File: config.mk
export PLATFORM = sky130hd
export DESIGN_NAME = sensor_reg_i2c
export DESIGN_NICKNAME = d
export VERILOG_FILES = /design/src/rtl/sreg_pkg.sv /design/src/rtl/sreg_bus_ctrl.sv /design/src/rtl/sreg_file.sv /design/src/rtl/sensor_reg_i2c.sv
export SDC_FILE = /design/constraint.sdc
export NUM_CORES = 1
export LEC_CHECK = 0
export CAP_MARGIN = 5
export CORE_MARGIN = 2
export CORE_UTILIZATION = 58
export DETAILED_ROUTE_END_ITERATION = 10
export PLACE_DENSITY = 0.83
export SLEW_MARGIN = 20
export SYNTH_ARGS = -nofsm -noshare
export SYNTH_HDL_FRONTEND = slang
export SYNTH_SLANG_ARGS = --single-unit
File: constraint.sdc
create_clock -name clk -period 3.7 [get_ports clk]
set_input_delay 1.11 -clock clk [delete_from_list [all_inputs] [get_ports clk]]
set_output_delay 1.11 -clock clk [all_outputs]
set_load 0.03 [all_outputs]
File: src/rtl/sreg_pkg.sv
package sreg_pkg;
  localparam int BYTE_W = 8;

  typedef enum logic [2:0] {
    P_IDLE, P_DEV, P_REG, P_WR, P_RD
  } busPhase_t;

  typedef struct packed {
    logic              ptrLoad;
    logic              wrByte;
    logic              rdTake;
    logic              syncCmd;
    logic              clrCmd;
    logic [BYTE_W-1:0] byteVal;
  } hostStrobe_t;
endpackage

File: src/rtl/sreg_bus_ctrl.sv
module sreg_bus_ctrl
  import sreg_pkg::*;
#(
  parameter logic [6:0] DEV_ADDR = 7'h44,
  parameter int         SYNC_N   = 2
) (
  input  logic              clk,
  input  logic              rstN,
  input  logic              sclIn,
  input  logic              sdaIn,
  input  logic [BYTE_W-1:0] rdByte,
  output logic              sdaOe,
  output hostStrobe_t       strb
);
  localparam int CNT_W = $clog2(BYTE_W + 1);

  logic [SYNC_N-1:0] sclSync, sdaSync;
  logic sclPrev, sdaPrev, sclNow, sdaNow;
  logic sclRise, sclFall, startDet, stopDet;

  always_ff @(posedge clk or negedge rstN) begin
    if (!rstN) begin
      sclSync <= '1;
      sdaSync <= '1;
      sclPrev <= 1'b1;
      sdaPrev <= 1'b1;
    end else begin
      sclSync <= {sclSync[SYNC_N-2:0], sclIn};
      sdaSync <= {sdaSync[SYNC_N-2:0], sdaIn};
      sclPrev <= sclNow;
      sdaPrev <= sdaNow;
    end
  end

  assign sclNow   = sclSync[SYNC_N-1];
  assign sdaNow   = sdaSync[SYNC_N-1];
  assign sclRise  = sclNow & ~sclPrev;
  assign sclFall  = ~sclNow & sclPrev;
  assign startDet = sclNow & sclPrev & sdaPrev & ~sdaNow;
  assign stopDet  = sclNow & sclPrev & ~sdaPrev & sdaNow;

  busPhase_t         phase;
  logic [CNT_W-1:0]  bitCnt;
  logic              ackPhase;
  logic              masterNack;
  logic [BYTE_W-1:0] shIn, shOut;

  always_ff @(posedge clk or negedge rstN) begin
    if (!rstN) begin
      phase      <= P_IDLE;
      bitCnt     <= '0;
      ackPhase   <= 1'b0;
      masterNack <= 1'b0;
      shIn       <= '0;
      shOut      <= '0;
      sdaOe      <= 1'b0;
      strb       <= '0;
    end else begin
      strb <= '0;
      if (startDet) begin
        phase    <= P_DEV;
        bitCnt   <= '0;
        ackPhase <= 1'b0;
        sdaOe    <= 1'b0;
      end else if (stopDet) begin
        phase    <= P_IDLE;
        ackPhase <= 1'b0;
        sdaOe    <= 1'b0;
      end else if (phase != P_IDLE) begin
        if (sclRise) begin
          if (!ackPhase) begin
            shIn   <= {shIn[BYTE_W-2:0], sdaNow};
            bitCnt <= bitCnt + 1'b1;
          end else if (phase == P_RD) begin
            masterNack <= sdaNow;
          end
        end else if (sclFall) begin
          if (ackPhase) begin
            ackPhase <= 1'b0;
            bitCnt   <= '0;
            sdaOe    <= 1'b0;
            if (phase == P_RD) begin
              if (masterNack) begin
                phase <= P_IDLE;
              end else begin
                shOut       <= rdByte;
                sdaOe       <= ~rdByte[BYTE_W-1];
                strb.rdTake <= 1'b1;
              end
            end
          end else if (bitCnt == CNT_W'(BYTE_W)) begin
            case (phase)
              P_DEV: begin
                if (shIn[BYTE_W-1:1] == DEV_ADDR) begin
                  ackPhase   <= 1'b1;
                  sdaOe      <= 1'b1;
                  masterNack <= 1'b0;
                  phase      <= shIn[0] ? P_RD : P_REG;
                end else begin
                  phase <= P_IDLE;
                end
              end
              P_REG: begin
                ackPhase     <= 1'b1;
                sdaOe        <= 1'b1;
                strb.ptrLoad <= 1'b1;
                strb.syncCmd <= shIn[BYTE_W-1];
                strb.clrCmd  <= shIn[BYTE_W-2];
                strb.byteVal <= shIn;
                phase        <= P_WR;
              end
              P_WR: begin
                ackPhase     <= 1'b1;
                sdaOe        <= 1'b1;
                strb.wrByte  <= 1'b1;
                strb.byteVal <= shIn;
              end
              P_RD: begin
                ackPhase <= 1'b1;
                sdaOe    <= 1'b0;
              end
              default: ;
            endcase
          end else if (phase == P_RD) begin
            shOut <= {shOut[BYTE_W-2:0], 1'b0};
            sdaOe <= ~shOut[BYTE_W-2];
          end
        end
      end
    end
  end
endmodule

File: src/rtl/sreg_file.sv
module sreg_file
  import sreg_pkg::*;
#(
  parameter int REG_AW = 3
) (
  input  logic                clk,
  input  logic                rstN,
  input  hostStrobe_t         strb,
  input  logic [2*BYTE_W-1:0] sensorData,
  input  logic [2*BYTE_W-1:0] timerData,
  input  logic                intFlagSet,
  output logic [BYTE_W-1:0]   cmdReg,
  output logic [BYTE_W-1:0]   ctrlReg,
  output logic [BYTE_W-1:0]   thrHigh,
  output logic [BYTE_W-1:0]   thrLow,
  output logic [BYTE_W-1:0]   rdByte,
  output logic                syncPulse,
  output logic                intClrPulse
);
  localparam logic [REG_AW-1:0] A_CMD  = REG_AW'(0);
  localparam logic [REG_AW-1:0] A_CTRL = REG_AW'(1);
  localparam logic [REG_AW-1:0] A_THH  = REG_AW'(2);
  localparam logic [REG_AW-1:0] A_THL  = REG_AW'(3);
  localparam logic [REG_AW-1:0] A_SLO  = REG_AW'(4);
  localparam logic [REG_AW-1:0] A_SHI  = REG_AW'(5);
  localparam logic [REG_AW-1:0] A_TLO  = REG_AW'(6);
  localparam logic [REG_AW-1:0] A_THI  = REG_AW'(7);
  localparam int FLAG_BIT = 5;

  logic [REG_AW-1:0] ptr;
  logic [3:0]        ctrlLow;
  logic              intFlag;
  logic [BYTE_W-1:0] snapSensor, snapTimer;
  logic              ctrlWr;

  assign ctrlWr = strb.wrByte && (ptr == A_CTRL);

  always_ff @(posedge clk or negedge rstN) begin
    if (!rstN) begin
      ptr        <= '0;
      cmdReg     <= '0;
      ctrlLow    <= '0;
      intFlag    <= 1'b0;
      thrHigh    <= '1;
      thrLow     <= '0;
      snapSensor <= '0;
      snapTimer  <= '0;
    end else begin
      if (strb.ptrLoad)
        ptr <= strb.byteVal[REG_AW-1:0];
      else if (strb.wrByte || strb.rdTake)
        ptr <= ptr + 1'b1;

      if (strb.wrByte) begin
        case (ptr)
          A_CMD:   cmdReg  <= strb.byteVal;
          A_CTRL:  ctrlLow <= strb.byteVal[3:0];
          A_THH:   thrHigh <= strb.byteVal;
          A_THL:   thrLow  <= strb.byteVal;
          default: ;
        endcase
      end

      if (intFlagSet)
        intFlag <= 1'b1;
      else if (strb.clrCmd || (ctrlWr && !strb.byteVal[FLAG_BIT]))
        intFlag <= 1'b0;

      if (strb.rdTake && ptr == A_SLO) snapSensor <= sensorData[2*BYTE_W-1:BYTE_W];
      if (strb.rdTake && ptr == A_TLO) snapTimer  <= timerData[2*BYTE_W-1:BYTE_W];
    end
  end

  assign ctrlReg     = {2'b00, intFlag, 1'b0, ctrlLow};
  assign syncPulse   = strb.syncCmd;
  assign intClrPulse = strb.clrCmd;

  always_comb begin
    case (ptr)
      A_CMD:   rdByte = cmdReg;
      A_CTRL:  rdByte = ctrlReg;
      A_THH:   rdByte = thrHigh;
      A_THL:   rdByte = thrLow;
      A_SLO:   rdByte = sensorData[BYTE_W-1:0];
      A_SHI:   rdByte = snapSensor;
      A_TLO:   rdByte = timerData[BYTE_W-1:0];
      A_THI:   rdByte = snapTimer;
      default: rdByte = '0;
    endcase
  end
endmodule

File: src/rtl/sensor_reg_i2c.sv
module sensor_reg_i2c
  import sreg_pkg::*;
#(
  parameter logic [6:0] DEV_ADDR = 7'h44,
  parameter int         REG_AW   = 3,
  parameter int         SYNC_N   = 2
) (
  input  logic        clk,
  input  logic        rstN,
  input  logic        sclIn,
  input  logic        sdaIn,
  output logic        sdaOe,
  input  logic [15:0] sensorData,
  input  logic [15:0] timerData,
  input  logic        intFlagSet,
  output logic [7:0]  cmdReg,
  output logic [7:0]  ctrlReg,
  output logic [7:0]  thrHigh,
  output logic [7:0]  thrLow,
  output logic        syncPulse,
  output logic        intClrPulse
);
  hostStrobe_t       strb;
  logic [BYTE_W-1:0] rdByte;

  sreg_bus_ctrl #(.DEV_ADDR(DEV_ADDR), .SYNC_N(SYNC_N)) u_ctrl (
    .clk(clk), .rstN(rstN), .sclIn(sclIn), .sdaIn(sdaIn),
    .rdByte(rdByte), .sdaOe(sdaOe), .strb(strb)
  );

  sreg_file #(.REG_AW(REG_AW)) u_file (
    .clk(clk), .rstN(rstN), .strb(strb),
    .sensorData(sensorData), .timerData(timerData), .intFlagSet(intFlagSet),
    .cmdReg(cmdReg), .ctrlReg(ctrlReg), .thrHigh(thrHigh), .thrLow(thrLow),
    .rdByte(rdByte), .syncPulse(syncPulse), .intClrPulse(intClrPulse)
  );
endmodule

* Yosys cells after proc, flatten, opt, wreduce, memory -nomap -nowiden
Cells that the tools add are included.
Widths: inputs -> output; s select.
** Storage, ports and cells
- Word-level logic and storage cells :: 179
- Bits of input ports :: 37
- Flip-flop bits (word level) :: 92
- Output and inout port bits :: 35
** Operators by class
- Add/subtract/negate cells :: 2
- Multiplexer cells :: 74
- Equality and inequality tests :: 27
- Reductions and logical operators :: 34
- Bitwise operators :: 17
** Operators with widths (number)
- $mux 13 :: 5
- $pmux 8 s8 :: 1
- $mux 3 :: 13
- $mux 7 :: 5
- $mux 1 :: 34
- $mux 4 :: 7
- $mux 10 :: 2
- $eq 3x3->1 const B :: 5
- $ne 3x3->1 const B :: 5
- $reduce_bool 3->1 :: 5
- $eq 3x2->1 const B :: 4
- $not 1->1 :: 10
- $reduce_and 10->1 :: 1
- $reduce_and 5->1 :: 2
- $reduce_bool 5->1 :: 2
- $mux 8 :: 1
- $ne 4x2->1 const B :: 2
- $reduce_and 2->1 :: 4
- $reduce_and 8->1 :: 1
- $reduce_bool 2->1 :: 4
- $and 1x1->1 :: 7
- $eq 7x7->1 const B :: 1
- $reduce_and 7->1 :: 1
- $eq 3x1->1 const B :: 2
- other kinds (20) :: 30

* Logic depth before layout (Yosys ltp)
Gate-level depths: netlist of the first run.
- Depth after elaboration :: 11
- Mapped depth :: 11
- Gate-level depth less buffers :: 7

* Hierarchy
From an unflattened synthesis of the first run, not the netlist that was laid out.
** Unflattened totals
- Cell total of the unflattened synthesis :: 380
- Area total of the unflattened synthesis :: 4544.4 um^2
** By module, submodules not included
- sreg_file :: area an instance 2489.9 um^2, times used 1, cells an instance 201, sequential area each 1211.2 um^2
- sreg_bus_ctrl :: area an instance 2054.5 um^2, times used 1, cells an instance 179, sequential area each 1108.6 um^2

* Worst setup path before layout of the first run
Ideal clock, no wire load.
- Kind :: register to register
- Start :: reg u_file.ptr[2]
- End :: reg u_ctrl.shOut[4]
- Path buffers :: 4
- Clock period less this slack :: 2507 ps
- Data required time :: 3579 ps
- Stages on the path, launching flop included :: 12
- Arrival time :: 2386 ps
- Path slack :: 1193 ps
- Setup time :: 121 ps
- Path through :: dfrtp_1 -> buf_2 -> buf_1 -> inv_1 -> ha_1 -> clkbuf_1 -> or4_4 -> or2_4 -> buf_6 -> o21ai_2 -> a31oi_1 -> o22a_1
** Between the ends
- Cells in the longest elaborated chain, start to end :: 5
- Elaborated cells on any way between the ends :: 12
- Classes of those cells :: 7 x eq/ne; 4 x mux; 1 x reduce/logical
** Ends and longest elaborated chain
- start: declaration :: line sreg_file.sv:30 : logic [REG_AW-1:0] ptr;
- start signal: assignment :: line sreg_file.sv:50 : ptr <= strb.byteVal[REG_AW-1:0];
- start signal: assignment :: line sreg_file.sv:52 : ptr <= ptr + 1'b1;
- $eq 3x3->1 (tied with other cells) :: line sreg_file.sv:79 : case (ptr)
- $pmux 8 s8 * :: line sreg_file.sv:79
- $mux 7 * :: line sreg_bus_ctrl.sv:83 : if (masterNack) begin
- $mux 7 * :: line sreg_bus_ctrl.sv:82 : if (phase == P_RD) begin
- $mux 7 * :: line sreg_bus_ctrl.sv:78 : if (ackPhase) begin
- end signal: assignment :: line sreg_bus_ctrl.sv:86 : shOut <= rdByte;
- end signal: assignment :: line sreg_bus_ctrl.sv:125 : shOut <= {shOut[BYTE_W-2:0], 1'b0};
- end: declaration :: line sreg_bus_ctrl.sv:46 : logic [BYTE_W-1:0] shIn, shOut;
Mark *: on every way between the ends. The rest lies on a longest branch, timed or not. The select of a mux whose other input is x is not followed.
A chain may end at the register's enable or synchronous reset.

* Worst setup path after layout of the first run
- Start :: reg u_file.ptr[2]
- End :: reg u_ctrl.shOut[1]
The elaborated chain is that of the path after synthesis.

==> results by group, run 1 <==
Pwr
  • Peak VDD IR: 0.219 mV
  • Leakage Power: 2.31 nW
  • Power Density: 354 nW/um^2

Critical path
  • Delay-heaviest family, CP: flip-flops
  • Max incr delay on CP: 0.81 ns
  • WP buf/inv: 1
  • Reg2reg start: u_file.ptr[2]
  • Worst reg2reg path depth: 7
  • Startpoint type of the worst setup path: register
  • R2r setup slk: 0.93 ns
  • Reg2reg end: u_ctrl.shOut[1]
  • Setup CP Type: register to register
  • Critical Path RT: 3.95 ns
  • Slowest CP cell: dfrtp_1
  • Setup crit end kind: register
  • Crit-path cells: inv_1 > ha_1 > or4_4 > or2_4 > o21ai_0 > a31oi_1 > o22a_1
  • Critical-path maximum fanout: 20
  • Arr. time, crit path: 3.02 ns

Global route
  • First-pass GRT wire length: 17,300 um
  • Remaining global-route overflow: 0
  • Initial antenna violation count: 0
  • Global Route Usage Sum: 26.7%
  • Vias in the first global route: 3,309
  • Largest net degree at the start of global routing: 55

Synth
  • Yosys top cell by area: dfrtp_1
  • Number of synthesized register bits: 92
  • Yosys cell types: 56
  • Post-synth EDFFs: 0
  • Syn Inst Count: 369
  • Compound-gate portion of the synthesized area: 11.7%
  • Post-synthesis async set-or-reset flop share: 100%
  • Largest family of logic cells by synthesized area: multiplexers
  • Synth area leaders: dfrtp_1, mux2_2, dfstp_2
  • Multiplexer area fraction after synthesis: 17.0%
  • Yosys Warn Count: 0
  • Main synth FF type: dfrtp_1
  • Mapped cell area: 4400 um^2
  • Share of Yosys cell area claimed by the top area cell type: 44.4%
  • Syn Area/Cell: 11.9 um^2
  • Count leader, synth: dfrtp_1
  • Synth Area in XOR/XNOR: 0.597%
  • Register area share after synthesis: 52.7%
  • Simple-Gate Fraction of Synth Area: 11.1%
  • Synth Area in Adders: 3.13%
  • Commonest cells in the netlist: dfrtp_1, mux2_2, nand2_1

Floorplan
  • Die area: 8300 um^2
  • Site row count: 31
  • Core region area: 7290 um^2
  • Initial core utilization: 60.3%
  • Top Ports: 72
  • Die Span X: 91.1 um
  • Die H: 91.1 um

CTS
  • CTS tree: yes
  • Number of CTS-inserted buffers: 9
  • Post_cts resized: 0
  • Latest clock arrival within the worst-skew pair: 0.36 ns
  • Clock tree buffer depth: 2
  • CTS Root Cell: clkbuf_8
  • Worst-path clk slew: 0.08 ns
  • H-tree Lvls: 3
  • Sink Count: 92
  • Setup Fix Bufs, Post-CTS: 0
  • CTS Hold Bufs: 0

STA
  • Fin. max-slew vios: 0
  • Clk_skew: 0.00915 ns
  • Fmax: 0.361 GHz
  • Worst slew pin tran: 0.802 ns
  • Fin crit share: 74.9%
  • Finish-stage setup viols: 0
  • RSZ-0062 raised after global routing: false
  • Setup TNS: 0 ns
  • Rel. slew slack: 46.6%
  • Fin crit period: 2.77 ns
  • Fin. Hold Viols: 0

Layout
  • Fraction of layout cells with a size suffix above 1: 22.9%
  • Final #Nets: 480
  • Area Overhead vs Synth: 21.1%
  • Inserted Diodes: 0
  • Final Util: 73.1%

Route
  • 1st-iter DRT viols: 260
  • Via Count: 3,264
  • Final ANT Viol Nets: 0
  • Via density per instance: 6.09
  • Final wirelength: 10,600 um
  • Residual DRC: 0
  • WL/cell: 19.7 um
  • DRT Pass-1 Iters: 5

Place
  • Gp weighted congestion: 0.945
  • Post-DP HPWL: 7600 um
  • Port buffer count: 68

Job
  • Max cap viols: 0

Run status
  • Status: completed

Worst hold path
  • WHS Endpoint: u_ctrl.sdaSync[1]
  • Hold Path Stages: 0
  • Hold Path Origin: u_ctrl.sdaSync[0]
  • Worst Hold Class: register to register
==> cell usage in the layout (no fill, tap or decap), types with 2 or more instances in the layout <==
| cell type | instances |
|---|---|
| a211oi_1 | 2 |
| a21oi_1 | 6 |
| a221oi_1 | 3 |
| a222oi_1 | 7 |
| a22o_1 | 5 |
| a22oi_1 | 3 |
| a31oi_1 | 11 |
| a41oi_1 | 2 |
| and2_1 | 15 |
| and3_1 | 2 |
| buf_4 | 2 |
| bufinv_16 | 2 |
| clkbuf_1 | 3 |
| clkbuf_8 | 9 |
| clkdlybuf4s50_1 | 67 |
| conb_1 | 3 |
| dfrtp_1 | 78 |
| dfstp_2 | 14 |
| ha_1 | 11 |
| inv_1 | 12 |
| mux2_2 | 62 |
| mux2i_1 | 5 |
| nand2_1 | 30 |
| nand2b_1 | 6 |
| nand3_1 | 3 |
| nor2_1 | 16 |
| nor2b_1 | 5 |
| nor3_1 | 4 |
| o21ai_0 | 14 |
| o21ai_1 | 2 |
| o221ai_1 | 2 |
| o22a_1 | 3 |
| o2bb2ai_1 | 2 |
| xnor2_1 | 2 |
==> how the worst max path moves through the flow <==
stage / from / endpoint / slack, ns / cells past startpoint
floorplan: u_file.ptr[2] / u_ctrl.shOut[4] / 1.19 / 11
global placement: u_file.ptr[2] / u_ctrl.shOut[3] / 1.17 / 7
detailed placement: u_file.ptr[2] / u_ctrl.shOut[3] / 1.09 / 7
CTS: u_file.thrHigh[7] / thrHigh[7] / 0.98 / 1
global route: u_file.ptr[2] / u_ctrl.shOut[1] / 0.83 / 7
finish: u_file.ptr[2] / u_ctrl.shOut[1] / 0.93 / 7
==> cell type report <==
type | instances | area, um^2
Inverter | 12 | 45.0
Clock buffer | 12 | 135
Timing Repair Buffer | 70 | 706
Tap cell | 99 | 124
Sequential cell | 92 | 2320
Multi-Input combinational cell | 247 | 1930
Fill cell | 513 | 1960
Clock inverter | 4 | 73.8
==> sequential cells by signal (all words and copies together) (netlist names) <==
name,count
u_ctrl.sclPrev,1
u_file.thrLow,8
u_ctrl.phase,3
u_ctrl.sdaSync,2
u_ctrl.sdaPrev,1
u_file.snapSensor,8
u_file.ctrlLow,4
u_ctrl.bitCnt,4
u_ctrl.shOut,7
u_ctrl.masterNack,1
u_ctrl.shIn,8
u_file.ptr,3
u_ctrl.strb,13
u_file.thrHigh,8
u_ctrl.ackPhase,1
u_file.snapTimer,8
u_ctrl.sclSync,2
u_file.intFlag,1
u_file.cmdReg,8
u_ctrl.sdaOe,1
==> through the flow <==
| step | power [mW] | std cells | setup WS [ns] | hold WS (ns) | area, um^2 |
|---|---|---|---|---|---|
| final | 1.89 | 536 | 0.930 | 0.359 | 5330 |
| after global routing | 1.95 | 536 | 0.826 | 0.363 | 5330 |
| after CTS | 1.90 | 536 | 0.983 | 0.360 | 5330 |
| after detailed placement | 1.19 | 520 | 1.09 | 0.347 | 5120 |
| after global placement | 1.18 | 520 | 1.17 | 0.345 | 5120 |
| after floorplan | 1.12 | 371 | 1.19 | 0.345 | 4410 |
==> logic make-up after synthesis <==
kind of cell,after synthesis
flip-flops,92
XOR/XNOR,3
buffers and inverters,32
AND/OR/NAND/NOR,93
multiplexers,67
other,1
adder cells (fa/ha/maj),11
AO/OA/AOI/OAI,70
==> power breakdown <==
part	switching, mW	internal [mW]	total [mW]
Clock	0.336	0.382	0.718
Combinational	0.0540	0.0621	0.116
Sequential	0.0230	1.03	1.05
Total	0.413	1.47	1.89
==> worst register-to-register path, stage by stage (launching register included) <==
cell	delay, ns
dfrtp_1	0.81
inv_1	0.21
ha_1	0.38
or4_4	0.46
or2_4	0.31
o21ai_0	0.23
a31oi_1	0.07
o22a_1	0.19
==> layer usage <==
| layer | global-route usage [%] | vias to the layer above | wire [um] |
|---|---|---|---|
| met5 | 0 | - | 0 |
| met2 | 41.6 | 152 | 5040 |
| met4 | 13.9 | 0 | 409 |
| met3 | 4.65 | 36 | 676 |
| li1 | - | 1457 | - |
| met1 | 36.2 | 1619 | 4430 |
(Power assumes the default switching activity.)
==> run 2, diff against run 1 <==
CORE_UTILIZATION = 53   (was 58)
PLACE_DENSITY = 0.76   (was 0.83)
clock period = 2.67 ns   (was 3.7 ns; I/O delays follow)
==> results by group, run 2 (synthesis results as in run 1) <==
Route
  • Max layer used: met4
  • Routed length on met3: 555 um
  • Met2 Wirelength: 4790 um
  • Final wirelength: 10,200 um
  • DRT Pass-1 Iters: 4
  • Final ANT Viol Nets: 0
  • WL/cell: 18.5 um
  • Met1 Routed Length: 4620 um
  • 1st-iter DRT viols: 130
  • Via density per instance: 5.73
  • Residual DRC: 0
  • Via Count: 3,138

Layout
  • Final #Nets: 486
  • Design area: 5360 um^2
  • Top reg by flops: u_ctrl.strb
  • Fraction of layout cells with a size suffix above 1: 24.6%
  • Most common cell after layout, fill and taps aside: dfrtp_1
  • Most frequent cells in the layout: dfrtp_1, clkdlybuf4s50_1, mux2_2, nand2_1, nor2_1
  • Number of flip-flops under the largest register name: 13
  • Final Util: 65.9%
  • Inserted Diodes: 0
  • Area Overhead vs Synth: 21.8%

Global route
  • Initial antenna violation count: 0
  • Largest net degree at the start of global routing: 47
  • First-pass GRT wire length: 16,400 um
  • Global Route Usage Sum: 24.0%
  • Remaining global-route overflow: 0
  • Vias in the first global route: 3,189

STA
  • Fmax: 0.419 GHz
  • Worst slew pin tran: 0.523 ns
  • Clk_skew: 0.0126 ns
  • RSZ-0062 raised after global routing: false
  • Fin crit period: 2.39 ns
  • Rel. slew slack: 64.7%
  • Worst setup margin: 0.282 ns
  • Finish-stage setup viols: 0
  • Fin. max-slew vios: 0
  • Setup TNS: 0 ns
  • Fin. Hold Viols: 0
  • Fin crit share: 89.4%

Critical path
  • Startpoint type of the worst setup path: register
  • Slowest CP cell: clkdlybuf4s50_1
  • Crit-path cells: clkdlybuf4s50_1
  • R2r setup slk: 0.33 ns
  • Critical Path RT: 1.87 ns
  • Delay-heaviest family, CP: buffers and inverters
  • Max incr delay on CP: 0.67 ns
  • Setup CP Type: register to output port
  • Setup crit end kind: output port
  • WP buf/inv: 1
  • Critical-path maximum fanout: 3
  • Arr. time, crit path: 1.59 ns

CTS
  • Sink Count: 92
  • Worst-path clk slew: 0.10 ns
  • Setup Fix Bufs, Post-CTS: 0
  • Clock tree buffer depth: 2
  • Post_cts resized: 0
  • CTS tree: yes
  • Latest clock arrival within the worst-skew pair: 0.36 ns
  • Number of CTS-inserted buffers: 9
  • H-tree Lvls: 3
  • CTS Hold Bufs: 0
  • CTS Root Cell: clkbuf_8

Floorplan
  • Site row count: 33
  • Core region area: 8130 um^2
  • Die H: 95.1 um
  • Die area: 9050 um^2
  • Die Span X: 95.1 um
  • Top Ports: 72
  • Initial core utilization: 54.1%

Worst hold path
  • Worst Hold Class: input pin to asynchronous set/reset pin

Pwr
  • Leakage Power: 2.33 nW
  • Power Density: 466 nW/um^2
  • Peak VDD IR: 0.273 mV

Run status
  • Status: completed

Place
  • Pre-CTS WS: 0.363 ns
  • Placed inst area: 5170 um^2
  • Gp weighted congestion: 0.909
  • Port buffer count: 68
  • Post-DP HPWL: 7670 um

Job
  • Max cap viols: 0
==> run 2: cell types whose count changed in the layout (fill, tap and decap cells not counted), sizes merged <==
cell      previous run  this run
buf                  3         9
bufinv               2         0
clkbuf              12        11
clkinv               2         3
clkinvlp             0         1
inv                 12        13
==> run 2: final cells by class <==
class,instances,area (um^2)
Clock buffer,11,151
Tap cell,105,131
Fill cell,638,2770
Sequential cell,92,2320
Timing Repair Buffer,76,751
Multi-Input combinational cell,247,1930
Clock inverter,5,35.0
Inverter,12,45.0
==> run 2: through the flow <==
stage	cells	total power, mW	hold slack [ns]
after floorplan	371	1.55	0.345
after global placement	532	1.64	0.346
after detailed placement	532	1.65	0.347
after CTS	548	2.52	0.361
after global routing	548	2.61	0.363
final	548	2.50	0.357
==> run 2: final timing paths <==
kind	startpoint	end	cells past startpoint
setup reg to reg	u_file.ptr[0]	u_ctrl.shOut[3]	7
hold / removal	rstN	u_file.snapSensor[5]	1
min in group clk	u_ctrl.sclSync[0]	u_ctrl.sclSync[1]	0
max in group asynchronous	rstN	u_ctrl.sclSync[0]	2
setup / recovery	u_file.thrHigh[5]	thrHigh[5]	1
hold reg to reg	u_ctrl.sclSync[0]	u_ctrl.sclSync[1]	0
==> run 2: power by group <==
part	internal (mW)	switching, mW	total [mW]
logic	0.0867	0.0740	0.161
registers	1.43	0.0321	1.46
clock network	0.391	0.486	0.877
total	1.91	0.592	2.50
==> run 2: metal layers <==
layer	vias up	global-route usage (%)
li1	1466	-
met1	1564	34.0
met2	92	36.7
met3	16	5.22
met4	0	7.85
met5	-	0
==> run 3, diff against run 2 <==
CAP_MARGIN = not set   (was 5)
SLEW_MARGIN = 5   (was 20)
TNS_END_PERCENT = 100   (was not set)
==> results of run 3 <==
The final DEF is identical to that of run 2; final timing and power are the same.
